<file path="src/rtl/irq_msg_pkg.sv">
package irq_msg_pkg;
   localparam int REG_AW = 12;

   localparam logic [REG_AW-1:0] OFS_TARGET = 12'h004;
   localparam logic [REG_AW-1:0] OFS_REQ    = 12'h00C;
   localparam logic [REG_AW-1:0] OFS_MASK   = 12'h018;
   localparam logic [REG_AW-1:0] OFS_PEND   = 12'h01C;
   localparam logic [REG_AW-1:0] OFS_CTRL   = 12'h024;
   localparam logic [REG_AW-1:0] OFS_LIVE   = 12'h028;

   typedef enum logic [2:0] {
      SEL_NONE, SEL_TARGET, SEL_REQ, SEL_MASK, SEL_PEND, SEL_CTRL, SEL_LIVE
   } reg_sel_e;

   function automatic reg_sel_e decode_ofs(input logic [REG_AW-1:0] a);
      case (a)
         OFS_TARGET: return SEL_TARGET;
         OFS_REQ:    return SEL_REQ;
         OFS_MASK:   return SEL_MASK;
         OFS_PEND:   return SEL_PEND;
         OFS_CTRL:   return SEL_CTRL;
         OFS_LIVE:   return SEL_LIVE;
         default:    return SEL_NONE;
      endcase
   endfunction
endpackage

</file>
<file path="src/rtl/irq_sync.sv">
module irq_sync #(
   parameter int WIDTH  = 11,
   parameter int STAGES = 2
) (
   input  logic             clk,
   input  logic             rst_n,
   input  logic [WIDTH-1:0] d,
   output logic [WIDTH-1:0] q
);
   generate
      if (STAGES < 2) begin : g_bad_stages
         $error("irq_sync: STAGES must be at least 2");
      end
   endgenerate

   logic [WIDTH-1:0] stg [STAGES];

   always_ff @(posedge clk or negedge rst_n) begin
      if (!rst_n) begin
         for (int s = 0; s < STAGES; s++) stg[s] <= '0;
      end else begin
         stg[0] <= d;
         for (int s = 1; s < STAGES; s++) stg[s] <= stg[s-1];
      end
   end

   assign q = stg[STAGES-1];
endmodule

</file>
<file path="src/rtl/irq_change_latch.sv">
module irq_change_latch #(
   parameter int               WIDTH     = 11,
   parameter logic [WIDTH-1:0] IMPL_MASK = 11'h5FF
) (
   input  logic             clk,
   input  logic             rst_n,
   input  logic [WIDTH-1:0] lvl,
   input  logic [WIDTH-1:0] mask,
   input  logic             clr_req,
   input  logic             clr_pend,
   output logic [WIDTH-1:0] req_q,
   output logic [WIDTH-1:0] pend_q,
   output logic             new_evt
);
   logic [WIDTH-1:0] prev_q;
   logic [WIDTH-1:0] chg;
   logic [WIDTH-1:0] req_set;

   assign chg     = lvl ^ prev_q;
   assign req_set = chg & mask & IMPL_MASK;
   assign new_evt = |req_set;

   always_ff @(posedge clk or negedge rst_n) begin
      if (!rst_n) begin
         prev_q <= '0;
         req_q  <= '0;
         pend_q <= '0;
      end else begin
         prev_q <= lvl;
         req_q  <= (clr_req  ? '0 : req_q)  | req_set;
         pend_q <= (clr_pend ? '0 : pend_q) | chg;
      end
   end

   AST_REQ_NEEDS_MASK: assert property (@(posedge clk) disable iff (!rst_n)
      (req_q & ~$past(req_q) & ~$past(mask)) == '0);
   AST_REQ_RD_CLEAR: assert property (@(posedge clk) disable iff (!rst_n)
      clr_req |=> (req_q & ~$past(req_set)) == '0);
   AST_UNIMPL_QUIET: assert property (@(posedge clk) disable iff (!rst_n)
      (req_q & ~IMPL_MASK) == '0);
   AST_PEND_RD_CLEAR: assert property (@(posedge clk) disable iff (!rst_n)
      clr_pend |=> (pend_q & ~$past(chg)) == '0);
endmodule

</file>
<file path="src/rtl/irq_regfile.sv">
module irq_regfile
   import irq_msg_pkg::*;
#(
   parameter int WIDTH = 11,
   parameter int REG_W = 32
) (
   input  logic              clk,
   input  logic              rst_n,
   input  logic              reg_wr,
   input  logic              reg_rd,
   input  logic [REG_AW-1:0] reg_addr,
   input  logic [REG_W-1:0]  reg_wdata,
   input  logic [WIDTH-1:0]  req_q,
   input  logic [WIDTH-1:0]  pend_q,
   input  logic [WIDTH-1:0]  live,
   output logic [REG_W-1:0]  reg_rdata,
   output logic [WIDTH-1:0]  mask_q,
   output logic [REG_W-1:0]  target_q,
   output logic              hold_q,
   output logic              clr_req,
   output logic              clr_pend
);
   reg_sel_e         sel;
   logic [REG_W-1:0] rd_mux;

   assign sel      = decode_ofs(reg_addr);
   assign clr_req  = reg_rd && (sel == SEL_REQ);
   assign clr_pend = reg_rd && (sel == SEL_PEND);

   always_comb begin
      case (sel)
         SEL_TARGET: rd_mux = target_q;
         SEL_REQ:    rd_mux = REG_W'(req_q);
         SEL_MASK:   rd_mux = REG_W'(mask_q);
         SEL_PEND:   rd_mux = REG_W'(pend_q);
         SEL_CTRL:   rd_mux = REG_W'(hold_q);
         SEL_LIVE:   rd_mux = REG_W'(live);
         default:    rd_mux = '0;
      endcase
   end

   always_ff @(posedge clk or negedge rst_n) begin
      if (!rst_n) begin
         mask_q    <= '0;
         target_q  <= '0;
         hold_q    <= 1'b0;
         reg_rdata <= '0;
      end else begin
         if (reg_rd) reg_rdata <= rd_mux;
         if (reg_wr) begin
            case (sel)
               SEL_TARGET: target_q <= reg_wdata;
               SEL_MASK:   mask_q   <= reg_wdata[WIDTH-1:0];
               SEL_CTRL:   hold_q   <= reg_wdata[0];
               default:    ;
            endcase
         end
      end
   end

   AST_RDATA_HOLD: assert property (@(posedge clk) disable iff (!rst_n)
      !reg_rd |=> $stable(reg_rdata));
endmodule

</file>
<file path="src/rtl/irq_msg_post.sv">
module irq_msg_post #(
   parameter int REG_W    = 32,
   parameter int DFIELD_W = 8
) (
   input  logic             clk,
   input  logic             rst_n,
   input  logic             fire,
   input  logic             hold,
   input  logic [REG_W-1:0] target,
   output logic             msg_valid,
   input  logic             msg_ready,
   output logic [REG_W-1:0] msg_addr,
   output logic [REG_W-1:0] msg_data
);
   localparam logic [REG_W-1:0] DMASK = {{(REG_W-DFIELD_W){1'b0}}, {DFIELD_W{1'b1}}};

   always_ff @(posedge clk or negedge rst_n) begin
      if (!rst_n) begin
         msg_valid <= 1'b0;
         msg_addr  <= '0;
         msg_data  <= '0;
      end else if (!msg_valid) begin
         if (fire && !hold) begin
            msg_valid <= 1'b1;
            msg_addr  <= target & ~DMASK;
            msg_data  <= target & DMASK;
         end
      end else if (msg_ready) begin
         msg_valid <= 1'b0;
      end
   end

   AST_VALID_STABLE: assert property (@(posedge clk) disable iff (!rst_n)
      msg_valid && !msg_ready |=> msg_valid && $stable(msg_addr) && $stable(msg_data));
   AST_NO_REFIRE: assert property (@(posedge clk) disable iff (!rst_n)
      msg_valid && msg_ready |=> !msg_valid);
   AST_HOLD_BLOCKS: assert property (@(posedge clk) disable iff (!rst_n)
      hold && !msg_valid |=> !msg_valid);
endmodule

</file>
<file path="src/rtl/irq_msg_ctrl.sv">
module irq_msg_ctrl
   import irq_msg_pkg::*;
#(
   parameter int                   NUM_LINES   = 11,
   parameter logic [NUM_LINES-1:0] IMPL_MASK   = 11'h5FF,
   parameter int                   REG_W       = 32,
   parameter int                   DFIELD_W    = 8,
   parameter int                   SYNC_STAGES = 2
) (
   input  logic                 clk,
   input  logic                 rst_n,
   input  logic [NUM_LINES-1:0] irq_lines,
   input  logic                 reg_wr,
   input  logic                 reg_rd,
   input  logic [REG_AW-1:0]    reg_addr,
   input  logic [REG_W-1:0]     reg_wdata,
   output logic [REG_W-1:0]     reg_rdata,
   output logic                 msg_valid,
   input  logic                 msg_ready,
   output logic [REG_W-1:0]     msg_addr,
   output logic [REG_W-1:0]     msg_data
);
   generate
      if (NUM_LINES > REG_W) begin : g_bad_lines
         $error("irq_msg_ctrl: NUM_LINES exceeds REG_W");
      end
      if (DFIELD_W < 1 || DFIELD_W >= REG_W) begin : g_bad_dfield
         $error("irq_msg_ctrl: DFIELD_W out of range");
      end
   endgenerate

   logic [NUM_LINES-1:0] live, mask_q, req_q, pend_q;
   logic [REG_W-1:0]     target_q;
   logic                 hold_q, clr_req, clr_pend, new_evt;

   irq_sync #(.WIDTH(NUM_LINES), .STAGES(SYNC_STAGES)) u_sync (
      .clk(clk), .rst_n(rst_n), .d(irq_lines), .q(live));

   irq_change_latch #(.WIDTH(NUM_LINES), .IMPL_MASK(IMPL_MASK)) u_latch (
      .clk(clk), .rst_n(rst_n), .lvl(live), .mask(mask_q),
      .clr_req(clr_req), .clr_pend(clr_pend),
      .req_q(req_q), .pend_q(pend_q), .new_evt(new_evt));

   irq_regfile #(.WIDTH(NUM_LINES), .REG_W(REG_W)) u_regs (
      .clk(clk), .rst_n(rst_n), .reg_wr(reg_wr), .reg_rd(reg_rd),
      .reg_addr(reg_addr), .reg_wdata(reg_wdata),
      .req_q(req_q), .pend_q(pend_q), .live(live),
      .reg_rdata(reg_rdata), .mask_q(mask_q), .target_q(target_q),
      .hold_q(hold_q), .clr_req(clr_req), .clr_pend(clr_pend));

   irq_msg_post #(.REG_W(REG_W), .DFIELD_W(DFIELD_W)) u_post (
      .clk(clk), .rst_n(rst_n), .fire(new_evt), .hold(hold_q),
      .target(target_q), .msg_valid(msg_valid), .msg_ready(msg_ready),
      .msg_addr(msg_addr), .msg_data(msg_data));
endmodule

</file>
<file path="config.mk">
export PLATFORM = sky130hd
export DESIGN_NAME = irq_msg_ctrl
export DESIGN_NICKNAME = d
export VERILOG_FILES = /design/src/rtl/irq_msg_pkg.sv /design/src/rtl/irq_sync.sv /design/src/rtl/irq_change_latch.sv /design/src/rtl/irq_regfile.sv /design/src/rtl/irq_msg_post.sv /design/src/rtl/irq_msg_ctrl.sv
export SDC_FILE = /design/constraint.sdc
export NUM_CORES = 1
export LEC_CHECK = 0
export ABC_AREA = 1
export ABC_CLOCK_PERIOD_IN_PS = 2100
export BUFFER_PORTS_ARGS = -buffer_cell sky130_fd_sc_hd__buf_4
export CORE_UTILIZATION = 54
export DETAILED_ROUTE_END_ITERATION = 8
export GPL_TIMING_DRIVEN = 0
export PLACE_DENSITY = 0.83
export SYNTH_ARGS = -nofsm -noshare
export SYNTH_HDL_FRONTEND = slang
export SYNTH_HIERARCHICAL = 1
export SYNTH_SLANG_ARGS = --single-unit
export TNS_END_PERCENT = 30
</file>
<file path="constraint.sdc">
create_clock -name clk -period 2.1 [get_ports clk]
set_clock_uncertainty 0.1 [all_clocks]
set_input_delay 0.42 -clock clk [delete_from_list [all_inputs] [get_ports clk]]
set_output_delay 0.42 -clock clk [all_outputs]
set_load 0.02 [all_outputs]
</file>
==> impl_metrics.ini, run 1 <==
[floorplan]
coreArea_um2 = 12800
initial_core_util_pct = 56.1
io_pins = 157
fp-row-count = 41
die_w_um = 117
die_area_um2 = 13800
die_h_um = 117

[critical_path]
crit_fanout = 10
cp.arrival_ps = 2060
critPathLaunchType = register
crit_required_ps = 2310
crit_type = reg -> reg
end_kind = register

[yosys]
synthXorXnorAreaFrac_pct = 0
yosysSeqAreaShare_pct = 56.7
synth.cells.most_frequent = nand2_1, dfrtp_1, inv_1, nand3_1, buf_4
netlist.area_leader.share_pct = 56.7
synth_cell_type_count = 27
synth_area_leader_cell = dfrtp_1
yosys.cell_count.top_type = nand2_1
synth_compound_area_share_pct = 7.16
synthAdderAreaFrac_pct = 0
synth_top_flop_cell = dfrtp_1
synth.avg_cell_area_um2 = 8.89
synth_top_family_by_area = simple AND/OR/NAND/NOR gates
synth_cells = 810
yosys_warnings = 6
synth.cell_area_um2 = 7200
async_flop_share_pct = 100
synth.mux.area_fraction_pct = 0
synthTopCellsByArea = dfrtp_1, nand2_1, buf_4
synth-simple-area-share_pct = 23.1
synth_edf_count = 0
ys_ff_latch = 163

[layout]
fin_cells = 1181
antenna_cells = 0
drive_gt1_share_pct = 25.2
post-route-util_pct = 71.7
area_growth_pct = 27.7
nets = 1057

[route]
drt_drc_violations_left = 0
ant_nets = 0
viasPerCell = 5.13
totalWireLength_mm = 17.5
vias = 6063
drt_first_pass_iters = 5
drt_iter0_markers = 680
wire_per_inst_um = 14.9

[sta]
max_freq_mhz = 541
fin_ws_ps = 250
setup_viol = 0
hold_viol = 0
whs_ps = 84.5
finalCritPeriodShare_pct = 88.1
worst_pin_slew_ps = 634
slew_headroom_pct = 57.7
grt_setup_unrepaired = no
slew_viol_final = 0
period_needed_ps = 1850

[power]
total_power_mw = 7.59
leakage_nw = 5.02
peakVddDrop_mv = 0.576
powerDensity_nw_per_um2 = 825

[global_routing]
antenna_found_initial = 0
grt_remaining_overflow = 0
grt_pass1_vias = 5850
grt_max_degree = 102
grt_pass1_wl_mm = 28.3
grt_util_all_layers_pct = 26.3

[place]
dp_cells = 1138
dp_hpwl_mm = 12.2
gp_congestion = 0.856
port-buffer-count = 124
place_ws_ps = 225

[clock_tree]
cts_buffer_depth = 2
tritoncts = built
clock_latency_ps = 420
numCtsBuffers = 17
cts-root-buf = clkbuf_16
clk_pin_slew_ps = 60
cts_sinks = 163
htree_levels = 4
postCtsSetupBuffers = 0

[worst_hold_path]
min-delay-path-class = in -> reg

[flow_run]
cap_viol_max_count = 0

[outcome]
status = finished clean
[critical path, cell delays in order (launching register included)]
cell and delay, ps:
dfrtp_1 360, buf_4 140, inv_1 50, nand2_1 70, nand3_1 100, nand2_1 60, nor2_1 160, nand3_2 110
buf_4 180, buf_2 180, nand4_1 140, nand2_1 80
[placed cells by master (no fill, tap or decap), types with 4 or more instances in the layout]
cell             n
inv_2            7
clkinv_2         4
nand3_1         56
nand4_1         33
buf_2           21
a21oi_1         19
nand3_2          5
inv_1           92
buf_6            4
clkbuf_16       17
conb_1          33
a22o_1          10
o21ai_0         14
dfrtp_1        163
nand2_1        216
o31ai_1         19
dlygate4sd3_1   12
nor2_2           4
buf_4          175
clkbuf_1         8
o21ai_1         24
nor2_1          50
[where the power goes]
group,switching (mW),internal (mW),leakage [nW]
logic,0.630,0.450,2.77
registers,0.114,3.35,1.97
clock network,1.24,1.81,0.285
total,1.98,5.60,5.02
[area by class of cell]
class	instances	area [µm²]
Clock buffer	19	453
Inverter	100	375
Sequential cell	163	4080
Fill cell	942	3630
Tap cell	172	215
Buffer	84	559
Timing Repair Buffer	137	1080
Clock inverter	12	130
Multi-Input combinational cell	494	2300
[per-stage QoR]
stage | area (µm²) | TNS [ps]
floorplan | 7310 | 0
global placement | 8460 | -48370
detailed placement | 8490 | 0
CTS | 9190 | 0
global route | 9190 | 0
finish | 9190 | 0
[worst paths after layout]
kind	endpoint	slack, ps	depth (start not counted)	startpoint
setup / recovery	u_post/msg_addr[29]	250	11	u_sync/q[10]
hold / removal	u_post/msg_valid	80	2	msg_ready
setup reg to reg	u_post/msg_addr[29]	250	11	u_sync/q[10]
hold reg to reg	u_sync/q[7]	250	0	u_sync/stg[18]
max in group asynchronous	u_regs/reg_rdata[7]	590	3	rst_n
min in group asynchronous	u_post/msg_addr[20]	450	2	rst_n
[what timing repair did]
item	CTS	global route
hold buffers	12	0
endpoints found under the setup margin	0	0
gates resized for setup	0	0
endpoints found under the hold margin	73	0
[sequential cells by signal (all words and copies together), names as in the netlist, 11 cells and up]
register and count:
u_latch/pend_q 11, u_sync/stg 11, u_sync/q 11, u_regs/reg_rdata 32, u_post/msg_addr 24, u_latch/prev_q 11, u_regs/mask_q 11, u_regs/target_q 32
[metal layers]
metal  track usage, %  routed length [µm]  part of all wire [%]  vias to the layer above
li1                 -                   -                     -                     2875
met1             32.4                7030                    40                     2837
met2             44.7                8830                    50                      299
met3             5.16                1130                   6.5                       52
met4             11.5                 553                   3.2                        0
met5                0                   0                     0                        -
[cell families after synthesis]
family	count (synthesis)
AND/OR/NAND/NOR	375
buffers and inverters	184
flip-flops	163
AO/OA/AOI/OAI	86
other	2
Power figures use the tool's default switching activity.
==> run 2: changes to the inputs <==
ABC_CLOCK_PERIOD_IN_PS = 1630   (was 2100)
CORE_UTILIZATION = 49   (was 54)
PLACE_DENSITY = 0.8   (was 0.83)
clock period = 1.63 ns   (was 2.1 ns; I/O delays follow)
==> run 2 against run 1 <==
The run now ends with setup timing left. Routed wire length increased by 1.1%. Sequential power increased by 29%. Cell count increased by 1.4%. Power increased by 31%. Via count decreased by 0.48%. Global-route usage decreased by 1.4 points. Critical path type unchanged. Critical endpoint is now u_post/msg_addr[27].
==> impl_metrics.ini, run 2 (synthesis results as in run 1) <==
[outcome]
status = complete, but fails checks
violations = setup timing

[place]
place_area_um2 = 8500
place_ws_ps = -171
gp_congestion = 0.867
port-buffer-count = 124
dp_hpwl_mm = 12.3

[layout]
drive_gt1_share_pct = 29.8
nets = 1064
area_growth_pct = 30.9
top_regs = u_regs/reg_rdata x32, u_regs/target_q x32, u_post/msg_addr x24
post-route-util_pct = 66.8
antenna_cells = 0
layout_commonest_cell = nand2_1
postLayoutCellArea_um2 = 9420
layout_common_cells = nand2_1, buf_4, dfrtp_1, inv_1

[floorplan]
die_h_um = 123
die_area_um2 = 15200
initial_core_util_pct = 51.1
io_pins = 157
die_w_um = 123
fp-row-count = 43
coreArea_um2 = 14100

[clock_tree]
numCtsBuffers = 17
cts-root-buf = clkbuf_16
cts_sinks = 163
tritoncts = built
htree_levels = 4
clk_pin_slew_ps = 70
clock_latency_ps = 430
cts_buffer_depth = 2

[worst_hold_path]
hold_end = u_regs/target_q[31]
min_from = reg_wdata[31]
whs_path_depth = 3
min-delay-path-class = in -> reg

[power]
pwr-share-comb_pct = 14.1
clock_power_share_pct = 40.7
powerDensity_nw_per_um2 = 1050
leakage_nw = 5.07
peakVddDrop_mv = 0.721
swShare_pct = 26.7
pwr-share-seq_pct = 45.1
p_int_mw = 7.28
switchingPower_mw = 2.66

[sta]
period_needed_ps = 1670
finalCritPeriodShare_pct = 103
slew_headroom_pct = 60.7
slew_viol_final = 0
fin_ws_ps = -41.8
hold_viol = 0
grt_setup_unrepaired = yes
setup_viol = 28
tns_ps = -502
max_freq_mhz = 598
whs_ps = 39.6
worst_pin_slew_ps = 589

[route]
vias = 6034
totalWireLength_mm = 17.7
drt_first_pass_iters = 5
drt_iter0_markers = 508
wire_per_inst_um = 14.8
viasPerCell = 5.04
drt_drc_violations_left = 0
ant_nets = 0

[critical_path]
r2r_end = u_post/msg_addr[27]
ff2ff_path_depth = 10
crit_path_max_incr_delay_ps = 410
crit_required_ps = 1890
r2r_slack_ps = -40
timing.rr.start = u_sync/q[6]
cp.arrival_ps = 1930
critPathLaunchType = register
crit_type = reg -> reg
end_kind = register
crit_fanout = 7
critPathSlowestCell = dfrtp_1
path_cells = or2_1, nand3_2, nand2_2, clkinv_2, nand3_2, buf_6, nand3_4, buf_6, nand2_2, nand2_1

[global_routing]
antenna_found_initial = 0
grt_max_degree = 123
grt_pass1_wl_mm = 28.4
grt_remaining_overflow = 0
grt_util_all_layers_pct = 24.9
grt_pass1_vias = 5892

[flow_run]
cap_viol_max_count = 0
[run 2: cell count changes in the layout (fill, tap and decap cells not counted), sizes merged]
| cell | previous run | this run |
|---|---|---|
| clkbuf | 27 | 28 |
| clkinv | 7 | 5 |
| dlygate4sd3 | 12 | 13 |
| inv | 101 | 105 |
| clkinvlp | 2 | 0 |
| buf | 201 | 207 |
[run 2: timing repair]
action                                  CTS  global route
gates cloned                              3             0
hold endpoints to repair                 53             0
setup buffers                            11             2
hold buffers                             13             0
endpoints found under the setup margin   31            34
pin swaps                                13             6
gates resized for setup                  49             6
[run 2: worst max path at each step]
| stage | to | slack (ps) | start |
|---|---|---|---|
| after floorplan | u_post/msg_valid | 50 | u_sync/q[3] |
| after global placement | u_sync/stg[19] | -730 | rst_n |
| after detailed placement | u_latch/pend_q[7] | -170 | reg_addr[1] |
| after CTS | u_post/msg_addr[28] | -10 | u_sync/q[3] |
| after global routing | u_post/msg_addr[16] | -110 | u_sync/q[3] |
| final | u_post/msg_addr[27] | -40 | u_sync/q[6] |
[run 2: final cells by class]
class	count	area (µm²)
clock inverters	12	143
fillers	1121	4670
repair buffers	154	1220
plain buffers	74	504
flip-flops and latches	163	4080
multi-input cells	494	2410
inverters	100	377
well taps	180	225
clock buffers	20	457
[run 2: power by group through the flow]
stage,logic [mW],registers (mW),clock network (mW)
6_report,1.41,4.48,4.05
4_1_cts,1.40,4.47,4.11
3_3_place_gp,1.32,4.52,0
2_1_floorplan,0.445,4.78,0
3_5_place_dp,1.37,4.52,0
5_1_grt,1.54,4.51,4.29
[run 2: layer usage]
metal  global-route usage, %  share of wire, %
met5                       0                 0
met4                    10.2               2.7
met3                    5.63               6.6
met2                    42.5                50
met1                    30.4                41
[run 2: critical path, delay by kind of cell, from the launching register on]
| kind | cells | cell delay, ps |
|---|---|---|
| buffers and inverters | 3 | 350 |
| DFF | 1 | 410 |
| and+or+nand+nor | 7 | 740 |
[run 2: metrics by stage]
step | cells | total power, mW
after floorplan | 841 | 5.22
after global placement | 1145 | 5.84
after detailed placement | 1146 | 5.89
after CTS | 1196 | 9.98
after global routing | 1197 | 10.3
final | 1197 | 9.93
==> run 3: changes to the inputs <==
CORE_ASPECT_RATIO = 0.75   (was unset)
==> run 3 against run 2 <==
First-iteration DRC count increased by 15%. The run still ends with setup timing left. Maximum frequency increased by 0.30%. Setup slack improved by 5.0 ps. Flip-flop and latch count unchanged. Via count increased by 3.3%. Cell count increased by 1.0%.
==> impl_metrics.ini, run 3 (synthesis results as in run 1) <==
[floorplan]
coreArea_um2 = 14000
initial_core_util_pct = 51.3
die_w_um = 142
fp-row-count = 37
io_pins = 157
die_h_um = 107
die_area_um2 = 15200

[sta]
slew_viol_final = 0
worst_pin_slew_ps = 546
fin_ws_ps = -36.8
period_needed_ps = 1670
max_freq_mhz = 600
finalCritPeriodShare_pct = 102
grt_setup_unrepaired = yes
hold_viol = 0
setup_viol = 22
slew_headroom_pct = 63.6

[critical_path]
end_kind = register
critPathSlowestCell = dfrtp_1
r2r_end = u_post/msg_addr[26]
path_cells = inv_1, nand2_4, nand3_4, nand2_4, nor2_4, nand3_4, nand3_4, buf_6, nand2_2, nand2_1
crit_fanout = 8
cp_top_family = simple AND/OR/NAND/NOR gates
crit_required_ps = 1890
timing.rr.start = u_latch/prev_q[8]
startpoint = u_latch/prev_q[8]
critPathLaunchType = register
crit_cells = 10
path_common_cell = nand3_4
crit_buf_inv = 2
crit_path_max_incr_delay_ps = 410
r2r_slack_ps = -40
crit_type = reg -> reg
endpoint = u_post/msg_addr[26]
cp.arrival_ps = 1930
ff2ff_path_depth = 10

[clock_tree]
cts_buffer_depth = 2
tritoncts = built
clock_latency_ps = 420
clk_pin_slew_ps = 70
cts_sinks = 163
numCtsBuffers = 17
cts-root-buf = clkbuf_16
htree_levels = 4

[place]
dp_hpwl_mm = 12.7
port-buffer-count = 124
gp_congestion = 0.842
dp_cells = 1161
place_area_um2 = 8520

[global_routing]
grt_pass1_vias = 6209
grt_pass1_wl_mm = 30.7
antenna_found_initial = 0
grt_max_degree = 107
grt_util_all_layers_pct = 26.8
grt_remaining_overflow = 0

[route]
dr.max_layer_used = met4
drt_iter0_markers = 585
wl_met2_mm = 8.95
ant_nets = 0
wl_met1_mm = 8.14
met3_length_mm = 1.77
wire_per_inst_um = 15.9
totalWireLength_mm = 19.2
drt_first_pass_iters = 5
vias = 6231
viasPerCell = 5.15
drt_drc_violations_left = 0

[flow_run]
cap_viol_max_count = 0

[layout]
layout_common_cells = buf_4, nand2_1, dfrtp_1, inv_1
antenna_cells = 0
area_growth_pct = 33.5
drive_gt1_share_pct = 31.7
fill_cells = 1083
top_regs = u_regs/reg_rdata x32, u_regs/target_q x32, u_post/msg_addr x24
layout_commonest_cell = buf_4
nets = 1061
fin_cells = 1209
postLayoutCellArea_um2 = 9610

[power]
p_int_mw = 7.60
switchingPower_mw = 2.74
peakVddDrop_mv = 0.891
swShare_pct = 26.5
pwr-share-comb_pct = 14.7
clock_power_share_pct = 41.3
powerDensity_nw_per_um2 = 1080
total_power_mw = 10.3
pwr-share-seq_pct = 44.0
leakage_nw = 5.11

[outcome]
status = complete, but fails checks
violations = setup timing

[worst_hold_path]
min-delay-path-class = in -> reg
whs_path_depth = 3
run 3: cell types whose count changed in the layout (fill, tap and decap cells not counted), sizes merged:
cell | before | now
bufinv | 2 | 4
buf | 207 | 204
clkbuf | 28 | 29
clkinvlp | 0 | 1
inv | 105 | 101
run 3: power groups by stage:
stage	Sequential (mW)	Clock [mW]	Combinational [mW]
6_report	4.55	4.27	1.52
5_1_grt	4.58	4.48	1.64
4_1_cts	4.49	4.30	1.44
3_5_place_dp	4.53	0	1.37
3_3_place_gp	4.53	0	1.33
2_1_floorplan	4.78	0	0.445
run 3: layout make-up:
| class | count | area (µm²) | area share [%] |
|---|---|---|---|
| clock inverters | 11 | 176 | 1.84 |
| clock buffers | 21 | 450 | 4.69 |
| multi-input cells | 494 | 2570 | 26.8 |
| well taps | 195 | 244 | 2.54 |
| repair buffers | 154 | 1250 | 13.0 |
| flip-flops and latches | 163 | 4080 | 42.5 |
| inverters | 100 | 378 | 3.93 |
| plain buffers | 71 | 459 | 4.78 |
run 3: tightest hold or removal path: cells and delay by family:
family,cells,cell delay (ps)
compound gates,1,90
simple gates,1,30
buf+inv,1,80
run 3: stage by stage:
stage,hold slack (ps),worst slack [ps],utilization [%],setup TNS (ps)
after floorplan,-69.6,47.9,-,0
after global placement,233,-734,60.5,-125590
after detailed placement,178,-209,60.8,-11430
after CTS,39.7,-54.9,68.1,-522
after global routing,53.1,-109,68.5,-2750
final,43.5,-36.8,68.5,-315
run 3: how the worst min path moves through the flow:
stage / from / end / slack [ps]
2_1_floorplan: rst_n / u_latch/pend_q[0] / -70
3_3_place_gp: u_sync/stg[14] / u_sync/q[3] / 230
3_5_place_dp: rst_n / u_post/msg_addr[29] / 180
4_1_cts: reg_wdata[20] / u_regs/target_q[20] / 40
5_1_grt: reg_wdata[24] / u_regs/target_q[24] / 50
6_report: reg_wdata[16] / u_regs/target_q[16] / 40
run 3: layer usage:
layer	vias up	GRT usage, %
li1	2883	-
met1	3006	37.2
met2	310	41.0
met3	32	6.65
met4	0	9.37
met5	-	0
run 3: repair_timing:
action,CTS,global route
pin swaps,19,12
setup buffers,9,7
resized for setup,59,44
gates cloned,3,0
hold buffers,13,0
setup endpoints to repair,33,33
hold endpoints to repair,69,0
